### config.mk
export PLATFORM = sky130hd
export DESIGN_NAME = ser_slice
export DESIGN_NICKNAME = d
export VERILOG_FILES = /design/src/rtl/ser_slice_pkg.sv /design/src/rtl/ser_slice_tick.sv /design/src/rtl/ser_slice_pos.sv /design/src/rtl/ser_slice_cmp.sv /design/src/rtl/ser_slice.sv
export SDC_FILE = /design/constraint.sdc
export NUM_CORES = 1
export LEC_CHECK = 0
export BUFFER_PORTS_ARGS = -buffer_cell sky130_fd_sc_hd__buf_2
export CORE_MARGIN = 4
export CORE_UTILIZATION = 40
export DETAILED_ROUTE_END_ITERATION = 16
export HOLD_SLACK_MARGIN = 0.05
export PLACE_DENSITY_LB_ADDON = 0.3
export SLEW_MARGIN = 20
export SYNTH_ARGS = -nofsm -noshare
export SYNTH_HDL_FRONTEND = slang
export SYNTH_HIERARCHICAL = 1
export SYNTH_SLANG_ARGS = --single-unit
### constraint.sdc
create_clock -name clk -period 2.2 [get_ports clk]
set_input_delay 0.33 -clock clk [delete_from_list [all_inputs] [get_ports clk]]
set_output_delay 0.33 -clock clk [all_outputs]
set_load 0.05 [all_outputs]
### src/rtl/ser_slice_pkg.sv
package ser_slice_pkg;
    typedef enum logic {
        ST_IDLE = 1'b0,
        ST_RUN  = 1'b1
    } slice_st_e;
endpackage

### src/rtl/ser_slice_tick.sv
module ser_slice_tick #(
    parameter int PRE_W = 12
) (
    input  logic             clk,
    input  logic             rst_n,
    input  logic             load,
    input  logic             active,
    input  logic [PRE_W-1:0] reload,
    output logic             tick
);
    logic [PRE_W-1:0] cnt_q;

    assign tick = active && (cnt_q == '0);

    always_ff @(posedge clk or negedge rst_n) begin
        if (!rst_n) begin
            cnt_q <= '0;
        end else if (load) begin
            cnt_q <= reload;
        end else if (active) begin
            if (cnt_q == '0) cnt_q <= reload;
            else             cnt_q <= cnt_q - 1'b1;
        end
    end

    // after a tick the prescaler restarts from the reload value
    p_reload_after_tick_r3: assert property (@(posedge clk) disable iff (!rst_n)
        tick |=> cnt_q == $past(reload));

    // counter is frozen while neither loading nor active
    p_hold_when_quiet_r2: assert property (@(posedge clk) disable iff (!rst_n)
        (!load && !active) |=> $stable(cnt_q));
endmodule

### src/rtl/ser_slice_pos.sv
module ser_slice_pos #(
    parameter int POS_W = 6
) (
    input  logic             clk,
    input  logic             rst_n,
    input  logic             load,
    input  logic             step,
    input  logic [POS_W-1:0] word_bits,
    output logic             wrap
);
    logic [POS_W-1:0] pos_q;
    logic [POS_W-1:0] last_pos;

    assign last_pos = word_bits - POS_W'(1);
    assign wrap     = step && (pos_q == '0);

    always_ff @(posedge clk or negedge rst_n) begin
        if (!rst_n) begin
            pos_q <= '0;
        end else if (load) begin
            pos_q <= last_pos;
        end else if (step) begin
            if (pos_q == '0) pos_q <= last_pos;
            else             pos_q <= pos_q - 1'b1;
        end
    end

    // a word boundary restarts the position count at word_bits-1
    p_wrap_reload_r5: assert property (@(posedge clk) disable iff (!rst_n)
        wrap |=> pos_q == $past(last_pos));

    // without load or step the position does not move
    p_pos_hold_r2: assert property (@(posedge clk) disable iff (!rst_n)
        (!load && !step) |=> $stable(pos_q));
endmodule

### src/rtl/ser_slice_cmp.sv
module ser_slice_cmp #(
    parameter int DATA_W = 32
) (
    input  logic [DATA_W-1:0] word,
    input  logic [DATA_W-1:0] pattern,
    input  logic [DATA_W-1:0] mask,
    output logic              hit
);
    logic [DATA_W-1:0] diff;

    assign diff = (word ^ pattern) & ~mask;
    assign hit  = (diff == '0);
endmodule

### src/rtl/ser_slice.sv
module ser_slice
    import ser_slice_pkg::*;
#(
    parameter int DATA_W = 32,
    parameter int PRE_W  = 12,
    localparam int POS_W = $clog2(DATA_W) + 1
) (
    input  logic              clk,
    input  logic              rst_n,
    input  logic              run,
    input  logic [PRE_W-1:0]  tick_reload,
    input  logic [POS_W-1:0]  word_bits,
    input  logic              ser_in,
    output logic              ser_out,
    input  logic              shd_wr_en,
    input  logic [DATA_W-1:0] shd_wr_data,
    output logic [DATA_W-1:0] shd_rd_data,
    input  logic              match_mode,
    input  logic              match_irq_en,
    input  logic [DATA_W-1:0] match_mask,
    output logic              evt_shift,
    output logic              evt_swap,
    output logic              evt_match
);
    slice_st_e         state_q, state_d;
    logic [DATA_W-1:0] data_q, shadow_q;
    logic [DATA_W-1:0] shifted;
    logic              active, load_cnt;
    logic              tick, wrap, hit;
    logic              match_on, do_swap;

    // ---------------- controller ----------------
    always_comb begin
        unique case (state_q)
            ST_IDLE: state_d = run ? ST_RUN : ST_IDLE;   // START
            ST_RUN:  state_d = run ? ST_RUN : ST_IDLE;   // HALT
            default: state_d = ST_IDLE;
        endcase
    end

    always_ff @(posedge clk or negedge rst_n) begin
        if (!rst_n) state_q <= ST_IDLE;
        else        state_q <= state_d;
    end

    assign load_cnt = (state_q == ST_IDLE);
    assign active   = (state_q == ST_RUN) && run;

    // ---------------- counters ----------------
    ser_slice_tick #(.PRE_W(PRE_W)) u_tick (
        .clk    (clk),
        .rst_n  (rst_n),
        .load   (load_cnt),
        .active (active),
        .reload (tick_reload),
        .tick   (tick)
    );

    ser_slice_pos #(.POS_W(POS_W)) u_pos (
        .clk       (clk),
        .rst_n     (rst_n),
        .load      (load_cnt),
        .step      (tick),
        .word_bits (word_bits),
        .wrap      (wrap)
    );

    // ---------------- datapath ----------------
    assign shifted  = {ser_in, data_q[DATA_W-1:1]};
    assign match_on = match_mode && match_irq_en;
    assign do_swap  = wrap && !match_on;

    ser_slice_cmp #(.DATA_W(DATA_W)) u_cmp (
        .word    (shifted),
        .pattern (shadow_q),
        .mask    (match_mask),
        .hit     (hit)
    );

    always_ff @(posedge clk or negedge rst_n) begin
        if (!rst_n) begin
            data_q   <= '0;
            shadow_q <= '0;
        end else begin
            if (tick) data_q <= do_swap ? shadow_q : shifted;
            if (shd_wr_en)    shadow_q <= shd_wr_data;
            else if (do_swap) shadow_q <= shifted;
        end
    end

    // ---------------- event outputs ----------------
    always_ff @(posedge clk or negedge rst_n) begin
        if (!rst_n) begin
            evt_shift <= 1'b0;
            evt_swap  <= 1'b0;
            evt_match <= 1'b0;
        end else begin
            evt_shift <= tick;
            evt_swap  <= do_swap;
            evt_match <= tick && match_on && hit;
        end
    end

    assign ser_out     = data_q[0];
    assign shd_rd_data = shadow_q;

    // ---------------- assertions ----------------
    // an exchange always coincides with a shift
    p_swap_with_shift_r5: assert property (@(posedge clk) disable iff (!rst_n)
        evt_swap |-> evt_shift);

    // a match is only reported on a shift
    p_match_with_shift_r7: assert property (@(posedge clk) disable iff (!rst_n)
        evt_match |-> evt_shift);

    // exchange held off while match mode and its enable are set
    p_no_swap_in_match_r8: assert property (@(posedge clk) disable iff (!rst_n)
        $past(match_mode && match_irq_en) |-> !evt_swap);

    // no match event unless both match controls were set
    p_match_gated_r9: assert property (@(posedge clk) disable iff (!rst_n)
        !$past(match_mode && match_irq_en) |-> !evt_match);

    // no shift event while idle
    p_idle_quiet_r2: assert property (@(posedge clk) disable iff (!rst_n)
        (state_q == ST_IDLE) |-> !evt_shift);

    // a write always lands in the shadow register
    p_write_wins_r6: assert property (@(posedge clk) disable iff (!rst_n)
        shd_wr_en |=> shd_rd_data == $past(shd_wr_data));
endmodule

==> impl_results.md <==
- Outcome: finished clean
- Type of origin of the critical path: register
- Wire per inst: ~16 microns
- WL final: roughly 14 mm
- Crit path max fanout: 4
- Period utilization: 97.8%
- Slew @ Worst Pin: 0.519 ns
- Post-synth EDFFs: 0
- FFs w/ async S/R, synth: 100%
- RSZ-0062 raised after global routing: yes
- Finished Layout Cells: roughly 860
- Antenna Nets Post-Route: 0
- Register area: 2150 sq um
- RePlAce Congestion: roughly 0.85
- Final Util: 52.0%
- Tmin final: around 2.2 ns
- Combinational power share: between 10% and 20%
- Fill count: 1,117
- GR Overflow Total: 0
- Initial antenna violation count: 0
- Mapped Area: roughly 5000 sq um
- Die W: 119 microns
- Final #Nets: 785
- Yosys top cell by area: dfrtp_1
- Clock Latency Late Sink: roughly 0.34 ns
- Share of layout cells above drive strength 1: 29.9%
- Fin. max-slew vios: 0
- Yosys warns: 6
- Top cell type's share of synthesized area: a little over two fifths
- Hold crit path type: primary input to register
- Commonest non-fill, non-tap cell in the layout: buf_2
- Core ar.: 12,100 sq um
- WP data arrival: ~2.4 ns
- CTS Buf Count: 9
- Post-synthesis cell count: roughly 560
- Power Density: around 670 nW/um^2
- Dpl cells: between 800 and 900
- CP Capture Type: register
- Rows: 40
- I/O Pins: 125
- Syn avg cell area: around 8.8 sq um
- H-tree depth: 3
- Initial DRC count: between 200 and 300
- Initial Util: 41.1%
- Worst-path clk slew: about 0.060 ns
- DP Area: a little under 6000 sq um
- Clock root buffer: clkbuf_16
- Sequential share of the synthesized area: between 40% and 50%
- Multi-input logic area: 2590 sq um
- Clock Skew: between 0.006 and 0.007 ns
- Die Y-Extent: between 100 and 150 microns
- Net Sw Power: about 1.3 mW
- Worst Hold Margin: 0.105 ns
- Yosys reg bits: 86
- Clk pwr share: between 30% and 40%
- Syn nets: approximately 660
- LEAKAGE: around 2.7 nW
- Top_reg_cell synth: dfrtp_1
- Post-detail-place hpwl: approximately 9.9 mm
- Peak supply drop: roughly 0.00045 V
- Final number of setup-violating endpoints: 0
- Diode count: 0
- Main area contributors after synthesis: dfrtp_1 (43%), nand2_1 (7.8%), a21oi_1 (5.9%), xnor2_1 (5.7%), a31oi_1 (4.4%)
- Largest net degree at the start of global routing: 71
- Most frequent cells in the layout: buf_2 (123), nand2_1 (103), dfrtp_1 (84)
- Deepest clock path buffer count: 2
- Total GRT Usage: roughly 20%
- Final Hold Fails: 0
- Max Clock Freq: between 400 and 500 MHz
- PortBufs: about 120
- Die area: 14,200 sq um
- Clock sink count: 86
- Final instance area: 6270 sq um
- Vias: between 4,000 and 5,000
- CTS tree: built
- Drt drc: 0
- Max-Cap Viols: 0
- Reg power frac: 42.7%
- Vias per cell: between 5 and 6
- P_int: about 3 mW
- Vias in the first global route: roughly 4,500
- Required time of the critical path: approximately 2.4 ns
- First-pass GRT wire length: approximately 23 mm
- Rel. slew slack: 65.3%
- Layout area overhead: 26.7%
- 1st-pass router iterations: 5
- Yosys cell types: 60
- Tot Pwr: between 4 and 5 mW
- Setup CP Type: register to register
- Sw Ratio: around 30%
-- layout make-up --
type / count / area share (%)
Clock buffer: 12 / 4.09
Timing Repair Buffer: 153 / 15.3
Multi-Input combinational cell: 429 / 41.3
Clock inverter: 4 / 0.857
Inverter: 12 / 0.798
Sequential cell: 86 / 34.3
Tap cell: 168 / 3.35
-- cell usage after synthesis, drive strengths merged, types with 3 or more instances --
| cell type | n |
|---|---|
| nand2 | 103 |
| o22ai | 17 |
| and2 | 4 |
| xor2 | 4 |
| dfrtp | 86 |
| inv | 11 |
| nor4 | 9 |
| ha | 5 |
| o22a | 7 |
| clkbuf | 12 |
| a21oi | 78 |
| xnor2 | 32 |
| a31oi | 35 |
| nand3 | 4 |
| nand4b | 3 |
| a2bb2oi | 3 |
| nor2b | 32 |
| nor2 | 46 |
| o21ai | 6 |
| and4 | 4 |
| buf | 21 |
-- per-stage QoR --
| stage | setup slack [ns] | setup TNS (ns) |
|---|---|---|
| CTS | -0.0124 | -0.108 |
| finish | 0.0479 | 0 |
| global placement | -0.0618 | -0.194 |
| detailed placement | -0.135 | -1.13 |
| global route | -0.0115 | -0.0340 |
| floorplan | -0.00620 | -0.173 |
-- flip-flops by register name (all words and copies together), names as in the netlist --
name / count
u_tick/cnt_q: 12
evt_match: 1
evt_shift: 1
data_q: 32
u_pos/pos_q: 6
shd_rd_data: 32
state_q: 1
evt_swap: 1
-- power by group through the flow --
stage	clock [mW]	sequential [mW]	combinational (mW)
finish	1.59	1.81	0.830
global route	1.71	1.82	0.904
CTS	1.63	1.81	0.826
detailed placement	0	1.84	0.814
global placement	0	1.83	0.796
floorplan	0	2.00	0.330
-- metal layers --
metal  GRT usage (%)  routed length, microns  vias up
met5               0                       0        -
li1                -                       -     2236
met4            8.98                     364        0
met3            4.08                     757       27
met1            26.6                    6240     2225
met2            30.8                    6770      145
-- path summary, 6_finish.rpt --
| kind | startpoint | end | slack [ns] | depth (start not counted) |
|---|---|---|---|---|
| max in group asynchronous | rst_n | u_tick/cnt_q[7]$_DFFE_PN0P_ | 1.06 | 3 |
| setup reg to reg | u_tick/cnt_q[7]$_DFFE_PN0P_ | u_pos/pos_q[3]$_DFFE_PN0P_ | 0.05 | 8 |
| setup / recovery | u_tick/cnt_q[7]$_DFFE_PN0P_ | u_pos/pos_q[3]$_DFFE_PN0P_ | 0.05 | 8 |
| hold / removal | run | state_q$_DFF_PN0_ | 0.11 | 1 |
| min in group asynchronous | rst_n | shd_rd_data[14]$_DFFE_PN0P_ | 0.46 | 2 |
| hold reg to reg | data_q[0]$_DFFE_PN0P_ | data_q[0]$_DFFE_PN0P_ | 0.56 | 2 |
-- repair_timing --
item / CTS / global route
hold buffers: 1 / 0
gates cloned: 1 / 1
hold endpoints to repair: 32 / 0
pin swaps: 2 / 5
resized for setup: 6 / 11
endpoints found under the setup margin: 63 / 63
setup buffers: 5 / 1
-- kinds of logic (layout without fill, tap and decap cells) --
kind of cell	Yosys count	in the layout	share of synthesized area, %
muxes	2	2	0.404
AOI/OAI and AO/OA	164	164	21.7
buffers and inverters	46	181	4.98
xor gates and xnor gates	36	36	6.37
DFF	86	86	43.5
adders and majority gates	5	5	1.26
and+or+nand+nor	222	222	21.9
-- worst max-delay path: stages, from the launching register on --
cell,delay (ns)
dfrtp_2,0.44
nor4_4,0.32
nand3_2,0.16
nor2_4,0.16
buf_4,0.13
or4b_4,0.45
and2_4,0.18
a21oi_2,0.10
o22ai_1,0.08
(Power assumes the default switching activity.)
